## src/rtl/tmr_pkg.sv

```systemverilog
package tmr_pkg;

    // Control word: one group of bits per counter.
    localparam int unsigned CTRL_GRP  = 4;
    localparam int unsigned CTRL_EN   = 0;
    localparam int unsigned CTRL_EXT  = 1;
    localparam int unsigned CTRL_IEN  = 2;

    // Status word: one group of flags per counter.
    localparam int unsigned ST_GRP    = 3;
    localparam int unsigned ST_M1     = 0;
    localparam int unsigned ST_M2     = 1;
    localparam int unsigned ST_UNF    = 2;

    // Byte span of one counter's register group.
    localparam int unsigned GRP_BYTES = 16;

    typedef struct packed {
        logic m1;
        logic m2;
        logic unf;
    } tmr_evt_t;

endpackage

```

## src/rtl/tmr_tick_sync.sv

```systemverilog
module tmr_tick_sync (
    input  logic clk,
    input  logic rst_n,
    input  logic async_in,
    output logic rise
);
    typedef struct packed {
        logic [2:0] sh;
    } sync_t;

    sync_t s_d, s_q;

    always_comb begin
        s_d    = s_q;
        s_d.sh = {s_q.sh[1:0], async_in};
    end

    always_ff @(posedge clk or negedge rst_n) begin
        if (!rst_n) s_q <= '0;
        else        s_q <= s_d;
    end

    // Edge detector: second stage high, third stage low.
    assign rise = s_q.sh[1] & ~s_q.sh[2];

    assert_rise_single_R6: assert property (@(posedge clk) disable iff (!rst_n)
        rise |=> !rise);

endmodule

```

## src/rtl/tmr_channel.sv

```systemverilog
module tmr_channel
    import tmr_pkg::*;
#(
    parameter int unsigned CNT_W = 32
) (
    input  logic             clk,
    input  logic             rst_n,
    input  logic             tick,
    input  logic             load_en,
    input  logic [3:0]       wr_sel,   // {cmp2, cmp1, reload, count}
    input  logic [CNT_W-1:0] wr_data,
    output logic [CNT_W-1:0] count_o,
    output logic [CNT_W-1:0] reload_o,
    output logic [CNT_W-1:0] cmp1_o,
    output logic [CNT_W-1:0] cmp2_o,
    output tmr_evt_t         evt
);
    typedef struct packed {
        logic [CNT_W-1:0] count;
        logic [CNT_W-1:0] reload;
        logic [CNT_W-1:0] cmp1;
        logic [CNT_W-1:0] cmp2;
    } chan_t;

    chan_t c_d, c_q;

    always_comb begin
        c_d = c_q;
        evt = '0;
        if (tick) begin
            evt.m1  = (c_q.count == c_q.cmp1);
            evt.m2  = (c_q.count == c_q.cmp2);
            evt.unf = (c_q.count == '0);
            if (c_q.count == '0) c_d.count = c_q.reload;
            else                 c_d.count = c_q.count - 1'b1;
        end
        if (load_en)   c_d.count  = c_q.reload;
        if (wr_sel[0]) c_d.count  = wr_data;
        if (wr_sel[1]) c_d.reload = wr_data;
        if (wr_sel[2]) c_d.cmp1   = wr_data;
        if (wr_sel[3]) c_d.cmp2   = wr_data;
    end

    always_ff @(posedge clk or negedge rst_n) begin
        if (!rst_n) c_q <= '0;
        else        c_q <= c_d;
    end

    assign count_o  = c_q.count;
    assign reload_o = c_q.reload;
    assign cmp1_o   = c_q.cmp1;
    assign cmp2_o   = c_q.cmp2;

    assert_decrement_R3: assert property (@(posedge clk) disable iff (!rst_n)
        (tick && count_o != '0 && !load_en && !wr_sel[0])
        |=> count_o == $past(count_o) - 1'b1);

    assert_hold_R3: assert property (@(posedge clk) disable iff (!rst_n)
        (!tick && !load_en && !wr_sel[0]) |=> $stable(count_o));

    assert_load_on_enable_R4: assert property (@(posedge clk) disable iff (!rst_n)
        (load_en && !wr_sel[0]) |=> count_o == $past(reload_o));

    assert_reload_at_zero_R5: assert property (@(posedge clk) disable iff (!rst_n)
        (tick && count_o == '0 && !load_en && !wr_sel[0])
        |=> count_o == $past(reload_o));

    assert_sw_count_write_R11: assert property (@(posedge clk) disable iff (!rst_n)
        wr_sel[0] |=> count_o == $past(wr_data));

endmodule

```

## src/rtl/down_match_timer.sv

```systemverilog
module down_match_timer
    import tmr_pkg::*;
#(
    parameter int unsigned NUM_TIMERS = 3,
    parameter int unsigned DATA_W     = 32,
    parameter int unsigned ADDR_W     = 8
) (
    input  logic                  clk,
    input  logic                  rst_n,
    input  logic [ADDR_W-1:0]     bus_addr,
    input  logic                  bus_we,
    input  logic [DATA_W-1:0]     bus_wdata,
    output logic [DATA_W-1:0]     bus_rdata,
    input  logic [NUM_TIMERS-1:0] ext_tick,
    output logic [NUM_TIMERS-1:0] irq
);
    localparam int unsigned CTRL_W = CTRL_GRP * NUM_TIMERS;
    localparam int unsigned ST_W   = ST_GRP * NUM_TIMERS;
    localparam logic [ADDR_W-1:0] CTRL_OFS = ADDR_W'(NUM_TIMERS * GRP_BYTES);
    localparam logic [ADDR_W-1:0] STAT_OFS = ADDR_W'(NUM_TIMERS * GRP_BYTES + 4);
    localparam logic [ADDR_W-1:0] CLR_OFS  = ADDR_W'(NUM_TIMERS * GRP_BYTES + 12);

    function automatic logic [CTRL_W-1:0] f_ctrl_mask();
        logic [CTRL_W-1:0] m;
        m = '0;
        for (int t = 0; t < NUM_TIMERS; t++) begin
            m[CTRL_GRP*t + CTRL_EN]  = 1'b1;
            m[CTRL_GRP*t + CTRL_EXT] = 1'b1;
            m[CTRL_GRP*t + CTRL_IEN] = 1'b1;
        end
        return m;
    endfunction

    localparam logic [CTRL_W-1:0] CTRL_MASK = f_ctrl_mask();

    typedef struct packed {
        logic [CTRL_W-1:0] ctrl;
        logic [ST_W-1:0]   status;
    } top_t;

    top_t r_d, r_q;

    logic [NUM_TIMERS-1:0] ext_rise;
    logic [NUM_TIMERS-1:0] tick;
    logic [NUM_TIMERS-1:0] load_en;
    logic [3:0]            wr_sel [NUM_TIMERS];
    logic [DATA_W-1:0]     cnt_a  [NUM_TIMERS];
    logic [DATA_W-1:0]     rld_a  [NUM_TIMERS];
    logic [DATA_W-1:0]     c1_a   [NUM_TIMERS];
    logic [DATA_W-1:0]     c2_a   [NUM_TIMERS];
    tmr_evt_t              evt_a  [NUM_TIMERS];
    logic [ST_W-1:0]       ev_flat;

    logic wr_ctrl, wr_clr, wr_stat;
    assign wr_ctrl = bus_we && (bus_addr == CTRL_OFS);
    assign wr_clr  = bus_we && (bus_addr == CLR_OFS);
    assign wr_stat = bus_we && (bus_addr == STAT_OFS);

    for (genvar t = 0; t < NUM_TIMERS; t++) begin : g_tmr
        localparam logic [ADDR_W-1:0] BASE = ADDR_W'(t * GRP_BYTES);

        tmr_tick_sync u_sync (
            .clk      (clk),
            .rst_n    (rst_n),
            .async_in (ext_tick[t]),
            .rise     (ext_rise[t])
        );

        assign tick[t] = r_q.ctrl[CTRL_GRP*t + CTRL_EN] &&
                         (r_q.ctrl[CTRL_GRP*t + CTRL_EXT] ? ext_rise[t] : 1'b1);
        assign load_en[t] = wr_ctrl && bus_wdata[CTRL_GRP*t + CTRL_EN] &&
                            !r_q.ctrl[CTRL_GRP*t + CTRL_EN];
        assign wr_sel[t] = {bus_we && bus_addr == BASE + ADDR_W'(12),
                            bus_we && bus_addr == BASE + ADDR_W'(8),
                            bus_we && bus_addr == BASE + ADDR_W'(4),
                            bus_we && bus_addr == BASE};

        tmr_channel #(.CNT_W(DATA_W)) u_chan (
            .clk      (clk),
            .rst_n    (rst_n),
            .tick     (tick[t]),
            .load_en  (load_en[t]),
            .wr_sel   (wr_sel[t]),
            .wr_data  (bus_wdata),
            .count_o  (cnt_a[t]),
            .reload_o (rld_a[t]),
            .cmp1_o   (c1_a[t]),
            .cmp2_o   (c2_a[t]),
            .evt      (evt_a[t])
        );

        assign ev_flat[ST_GRP*t + ST_M1]  = evt_a[t].m1;
        assign ev_flat[ST_GRP*t + ST_M2]  = evt_a[t].m2;
        assign ev_flat[ST_GRP*t + ST_UNF] = evt_a[t].unf &&
                                           r_q.ctrl[CTRL_GRP*t + CTRL_IEN];

        assign irq[t] = |r_q.status[ST_GRP*t +: ST_GRP];

        assert_unf_gated_R8: assert property (@(posedge clk) disable iff (!rst_n)
            $rose(r_q.status[ST_GRP*t + ST_UNF]) |-> $past(r_q.ctrl[CTRL_GRP*t + CTRL_IEN]));
    end

    always_comb begin
        r_d = r_q;
        if (wr_ctrl) r_d.ctrl = bus_wdata[CTRL_W-1:0] & CTRL_MASK;
        if (wr_clr)  r_d.ctrl = r_q.ctrl & ~bus_wdata[CTRL_W-1:0];
        r_d.status = (r_q.status & ~(wr_stat ? bus_wdata[ST_W-1:0] : '0)) | ev_flat;
    end

    always_ff @(posedge clk or negedge rst_n) begin
        if (!rst_n) r_q <= '0;
        else        r_q <= r_d;
    end

    always_comb begin
        bus_rdata = '0;
        for (int t = 0; t < NUM_TIMERS; t++) begin
            if (bus_addr == ADDR_W'(t * GRP_BYTES))      bus_rdata = cnt_a[t];
            if (bus_addr == ADDR_W'(t * GRP_BYTES + 4))  bus_rdata = rld_a[t];
            if (bus_addr == ADDR_W'(t * GRP_BYTES + 8))  bus_rdata = c1_a[t];
            if (bus_addr == ADDR_W'(t * GRP_BYTES + 12)) bus_rdata = c2_a[t];
        end
        if (bus_addr == CTRL_OFS) bus_rdata = DATA_W'(r_q.ctrl);
        if (bus_addr == STAT_OFS) bus_rdata = DATA_W'(r_q.status);
    end

    assert_event_sets_flag_R9: assert property (@(posedge clk) disable iff (!rst_n)
        (|ev_flat) |=> ((r_q.status & $past(ev_flat)) == $past(ev_flat)));

    assert_w1c_R9: assert property (@(posedge clk) disable iff (!rst_n)
        wr_stat |=> ((r_q.status & $past(bus_wdata[ST_W-1:0]) & ~$past(ev_flat)) == '0));

    assert_alias_clear_R2: assert property (@(posedge clk) disable iff (!rst_n)
        wr_clr |=> ((r_q.ctrl & $past(bus_wdata[CTRL_W-1:0])) == '0));

endmodule

```

## config.mk

```make
export PLATFORM = sky130hd
export DESIGN_NAME = down_match_timer
export DESIGN_NICKNAME = d
export VERILOG_FILES = /design/src/rtl/tmr_pkg.sv /design/src/rtl/tmr_tick_sync.sv /design/src/rtl/tmr_channel.sv /design/src/rtl/down_match_timer.sv
export SDC_FILE = /design/constraint.sdc
export NUM_CORES = 1
export LEC_CHECK = 0
export ABC_AREA = 1
export BUFFER_PORTS_ARGS = -buffer_cell sky130_fd_sc_hd__buf_2
export CAP_MARGIN = 20
export CELL_PAD_IN_SITES_DETAIL_PLACEMENT = 1
export CELL_PAD_IN_SITES_GLOBAL_PLACEMENT = 2
export CORE_ASPECT_RATIO = 1.1
export CORE_MARGIN = 2
export CORE_UTILIZATION = 37
export DETAILED_ROUTE_END_ITERATION = 12
export PLACE_DENSITY_LB_ADDON = 0.1
export SLEW_MARGIN = 0
export SYNTH_ARGS = -nofsm -noshare
export SYNTH_HDL_FRONTEND = slang
export SYNTH_SLANG_ARGS = --single-unit
```

## constraint.sdc

```tcl
create_clock -name clk -period 2.8 [get_ports clk]
set_input_delay 0.56 -clock clk [delete_from_list [all_inputs] [get_ports clk]]
set_output_delay 0.56 -clock clk [all_outputs]
set_load 0.02 [all_outputs]
```

Word-level counts from Yosys, hierarchy flattened
Index checks and enable logic that the tools add are counted.
Operators by class
  add/sub/neg operators: 3
  $mul: 0
  div/mod/pow operators: 0
  $lt $le $gt $ge: 0
  equality and inequality tests: 20
  shift operators: 0
  muxes and demuxes: 35
  bitwise gates (word level): 11
  reduce and logical (&&, ||, !) cells: 41
Operator list (number)
  two-way mux 32 bit: 26
  == test 32 bit: 6
  zero test 32 bit: 3
  subtractor 32 x 1 -> 32 bit, second input constant: 3
  == test 8 x 6 -> 1 bit, second input constant: 7
  == test 8 x 5 -> 1 bit, second input constant: 4
  logical AND 1 bit: 27
  two-way mux 12 bit: 2
  == test 8 x 4 -> 1 bit, second input constant: 2
  AND 12 bit: 1
  NOT 12 bit: 1
  AND 9 bit: 1
  two-way mux 3 bit: 3
  two-way mux 9 bit: 1
  NOT 9 bit: 1
  OR 9 bit: 1
  nonzero test 3 bit: 3
  OR reduction 3 bit: 3
  == test 8 x 3 -> 1 bit, second input constant: 1
  zero test 8 bit: 1
  AND 1 bit: 3
  zero test 1 bit: 3
  two-way mux 1 bit: 3
  NOT 1 bit: 3
  nonzero test 2 bit: 1
Storage, ports and cells
  register bits after elaboration: 414
  latch bits: 0
  bits in writable memories: 0
  ROM bits: 0
  bits of input ports: 46
  output and inout port bits: 35
  memories: 0

Logic depth before layout (Yosys ltp)
  depth after elaboration: 15
  depth in mapped cells: 14
  gate-level depth less buffers: 13

By module
A second synthesis with hierarchy kept.
Unflattened totals
  cells, all modules: 3970
  area, all modules: 26581.7 um^2
Modules (own cells, without submodules)
  tmr_channel: times used 3, cells each 1001, area an instance 7189.4 um^2, sequential area each 3203.1 um^2
  down_match_timer: times used 1, cells each 952, area an instance 4758.3 um^2, sequential area each 525.5 um^2
  tmr_tick_sync: times used 3, cells each 5, area an instance 85.1 um^2, sequential area each 75.1 um^2

Worst setup path before layout
Ideal clock, no wire load.
  kind: input-to-output
  start: in bus_addr[0]
  end: out bus_rdata[12]
  arrival time: 2017 ps
  required time: 2240 ps
  setup slack: 223 ps
  cell stages on the path: 11
  cell sequence: inv_1 > nand2_1 > nor2_1 > nand2_1 > inv_1 > buf_2 > buf_2 > nand2_1 > nand4_1 > nor2_1 > nor2_1
On the way
  cells in the longest elaborated chain, start to end: 15
RTL lines
  from (decl): line down_match_timer.sv:10  | input logic [ADDR_W-1:0] bus_addr,
  zero test 8 bit: line down_match_timer.sv:118  | if (bus_addr == ADDR_W'(t * GRP_BYTES)) bus_rdata = cnt_a[t];
  two-way mux 32 bit: line down_match_timer.sv:118
  two-way mux 32 bit: line down_match_timer.sv:119  | if (bus_addr == ADDR_W'(t * GRP_BYTES + 4)) bus_rdata = rld_a[t];
  two-way mux 32 bit: line down_match_timer.sv:120  | if (bus_addr == ADDR_W'(t * GRP_BYTES + 8)) bus_rdata = c1_a[t];
  two-way mux 32 bit: line down_match_timer.sv:121  | if (bus_addr == ADDR_W'(t * GRP_BYTES + 12)) bus_rdata = c2_a[t];
  two-way mux 32 bit: line down_match_timer.sv:118
  two-way mux 32 bit: line down_match_timer.sv:119
  two-way mux 32 bit: line down_match_timer.sv:120
  two-way mux 32 bit: line down_match_timer.sv:121
  two-way mux 32 bit: line down_match_timer.sv:118
  two-way mux 32 bit: line down_match_timer.sv:119
  two-way mux 32 bit: line down_match_timer.sv:120
  two-way mux 32 bit: line down_match_timer.sv:121
  two-way mux 32 bit: line down_match_timer.sv:123  | if (bus_addr == CTRL_OFS) bus_rdata = DATA_W'(r_q.ctrl);
  two-way mux 32 bit (*): line down_match_timer.sv:124  | if (bus_addr == STAT_OFS) bus_rdata = DATA_W'(r_q.status);
  to (decl): line down_match_timer.sv:13  | output logic [DATA_W-1:0] bus_rdata,
Mark *: on every way between the ends. The rest lies on a longest branch, timed or not.

Worst setup path after layout
  start: in bus_addr[7]
  end: out bus_rdata[10]
Same word-level chain as after synthesis.

==> impl_metrics.env <==
export IMPL_fmax_ghz=0.330
export IMPL_crit_type="in -> out"
export IMPL_drcViolationCount=0
export IMPL_cts_root_buf="clkbuf_16"
export IMPL_power_leakage_uw=0.0146
export IMPL_grt_met1_usage=0.427
export IMPL_place_gp_congestion=0.972
export IMPL_area_growth_syn_to_layout_pct=27.1
export IMPL_clkTransAtPathRegs_ps=60
export IMPL_setup_ws_ps=-232
export IMPL_rr_startpoint="g_tmr[1].u_chan.count_o[0]$_DFFE_PN0P_"
export IMPL_coreArea_um2=66400
export IMPL_async_reset_ff_frac=1.00
export IMPL_period_share=1.08
export IMPL_synthTopCellsByArea="dfrtp_1 (42%), nand2_1 (15%), o21ai_0 (8.4%)"
export IMPL_syn_instance_count=3437
export IMPL_whs_endpoint="g_tmr[1].u_sync.s_q[0]$_DFF_PN0_"
export IMPL_antenna_left=0
export IMPL_fp_dieArea_um2=69200
export IMPL_hp_class="in -> reg"
export IMPL_cp_max_fo=10
export IMPL_irDropWorstVdd_uv=465
export IMPL_netlist_area_um2=24800
export IMPL_io_pins=81
export IMPL_hold_viol=0
export IMPL_tns_ps=-4980
export IMPL_rows=99
export IMPL_outcome="finished with violations"
export IMPL_grt_use_met2=0.550
export IMPL_vias=25200
export IMPL_grtUsageMet3=0.0296
export IMPL_tritoncts="built"
export IMPL_antenna_found_initial=1
export IMPL_netlist_area_leader_share=0.417
export IMPL_place_port_buffers=80
export IMPL_cts_buffers_inserted=49
export IMPL_cp_arrival_ps=2470
export IMPL_drt_pass1_iterations=5
export IMPL_synthDistinctLibCells=54
export IMPL_yosysTopAreaCell="dfrtp_1"
export IMPL_fin_crit_ps=3030
export IMPL_rsz0062_at_grt="true"
export IMPL_crit_path_start_kind="input pin"
export IMPL_end_kind="output pin"
export IMPL_worstPathRequired_ps=2240
export IMPL_cap_violations=0
export IMPL_postLayoutCoreUtil=0.475
export IMPL_r2r_end="g_tmr[1].u_chan.count_o[9]$_DFFE_PN0P_"
export IMPL_yosysWarningCount=0
export IMPL_synth_seq_area_share=0.417
export IMPL_r2r_slack_ps=130
export IMPL_wl_per_cell_um=24.9
export IMPL_min_from="ext_tick[1]"
export IMPL_start_util=0.374
export IMPL_synth_nets=3489
export IMPL_fin_skew_ps=26.1
export IMPL_htree_levels=2
export IMPL_maxSlewHeadroom=0.451
export IMPL_totalPowerFinal_uw=22900
export IMPL_vias_per_cell=5.54
export IMPL_final_cell_mix="nand2_1 (917), dfrtp_1 (412), o21ai_0 (389)"
export IMPL_clk_path_buf_depth=3
export IMPL_ys_seq_elements=414
export IMPL_powerDensity_nw_per_um2=725
export IMPL_grt_pass1_wl_um=168000
export IMPL_slew_viol_final=0
export IMPL_stdcell_area_um2=31500
export IMPL_r2r_cells=10
export IMPL_placed_cell_area_um2=27700
export IMPL_grt_pass1_vias=26200
export IMPL_dieHeight_um=276
export IMPL_synth_flop_cell="dfrtp_1"
export IMPL_clk_latency_ps=610
export IMPL_grt_max_degree=65
export IMPL_cts_sinks=414
export IMPL_wirelength_um=113000
export IMPL_top_usage_layer="met2"
export IMPL_holdPathStages=1
export IMPL_violations="negative setup slack"
export IMPL_synth_edf_count=0
export IMPL_dp_hpwl_um=84500
export IMPL_nets=3692
export IMPL_finalSetupViolCount=31
export IMPL_overflow=0
export IMPL_tightestPinTransition_ps=823
export IMPL_drt_initial_drc_count=1640
export IMPL_dieWidth_um=251
export IMPL_layout_commonest_cell="nand2_1"
export IMPL_postSynthAreaPerCell_um2=7.22
export IMPL_critPathLaunch="bus_addr[7]"
export IMPL_grt_usage=0.323
export IMPL_drive_gt1_frac=0.199
## synthesized netlist by cell type, types with 4 or more instances
cell / number
xnor2_1: 109
nand2_2: 7
nor4_1: 19
clkbuf_1: 151
buf_4: 5
o21bai_1: 32
or2_2: 26
o21ai_0: 418
nor2_2: 9
o22ai_1: 46
nor2_1: 333
a21oi_1: 54
buf_2: 54
inv_1: 266
xor2_1: 65
nor2_4: 6
o21ai_1: 5
nand4_1: 101
nand3_1: 166
nand3_2: 4
nor3_1: 24
o211ai_1: 28
nor3_2: 4
nand2_1: 981
inv_2: 13
or2_0: 4
ha_1: 6
buf_6: 9
dfrtp_1: 414
o221ai_1: 32
a22o_1: 4
## power by group
part	leakage, uW	switching [uW]	internal (uW)
sequential	0.00557	1250	6690
combinational	0.00813	4740	2830
clock	0.000899	2830	4530
total	0.0146	8820	14100
## worst max-delay path, stage by stage
cell and delay [ps]:
buf_8 100, nor2_4 180, nand3_2 90, buf_6 140
nor2_4 150, clkbuf_16 180, inv_8 50, nor2_4 70
o21bai_4 130, nand4_1 260, nor2_1 190, nand4_1 100
nand2_1 80, inv_1 50, buf_6 120
## stage by stage
step	setup slack [ps]	hold slack [ps]	std cells
detailed placement	-638	339	4397
CTS	-252	28.6	4510
finish	-232	56.8	4542
global placement	-580	332	4397
floorplan	223	264	3437
global route	-319	37.1	4538
## logic make-up (layout without fill, tap and decap cells)
group,count (synthesis),count (layout),share of synthesized area
simple gates,1699,1699,0.290
compound gates,640,640,0.146
buf+inv,504,747,0.0825
flops,414,414,0.417
xor+xnor,174,174,0.0614
fa+ha+maj,6,6,0.00303
other cells,0,4,0
## layout make-up
| cell class | count | area (um2) |
|---|---|---|
| diodes | 4 | 10.0 |
| clock buffers | 67 | 1450 |
| clock inverters | 24 | 385 |
| fillers | 8086 | 34900 |
| inverters | 281 | 1100 |
| multi-input cells | 2519 | 13400 |
| flip-flops and latches | 414 | 10400 |
| well taps | 858 | 1070 |
| repair buffers | 375 | 3800 |
## registers in the layout, indices dropped and copies added (netlist names)
signal	count
g_tmr.u_chan.reload_o	96
g_tmr.u_chan.count_o	96
g_tmr.u_chan.cmp1_o	96
g_tmr.u_chan.cmp2_o	96
g_tmr.u_sync.s_q	9
r_q	21
## worst max path at each step
stage                    endpoint  slack, ps  cells past startpoint
finish              bus_rdata[10]       -230                     15
global route        bus_rdata[12]       -320                     16
CTS                 bus_rdata[24]       -250                     16
detailed placement  bus_rdata[12]       -640                     16
global placement    bus_rdata[12]       -580                     16
floorplan           bus_rdata[12]        220                     11
## timing repair
item | in CTS | in global routing
endpoints found under the hold margin | 46 | 0
endpoints found under the setup margin | 32 | 35
setup buffers | 19 | 24
hold buffers | 1 | 0
gates resized for setup | 190 | 221
gates cloned | 2 | 6
pin swaps | 65 | 102
## routing by layer
metal	vias to the layer above	routed length, um
met5	-	0
met4	0	5080
met3	200	4000
met2	585	54000
met1	12800	49800
li1	11600	-
No activity file was read; power rests on OpenSTA's default activity.
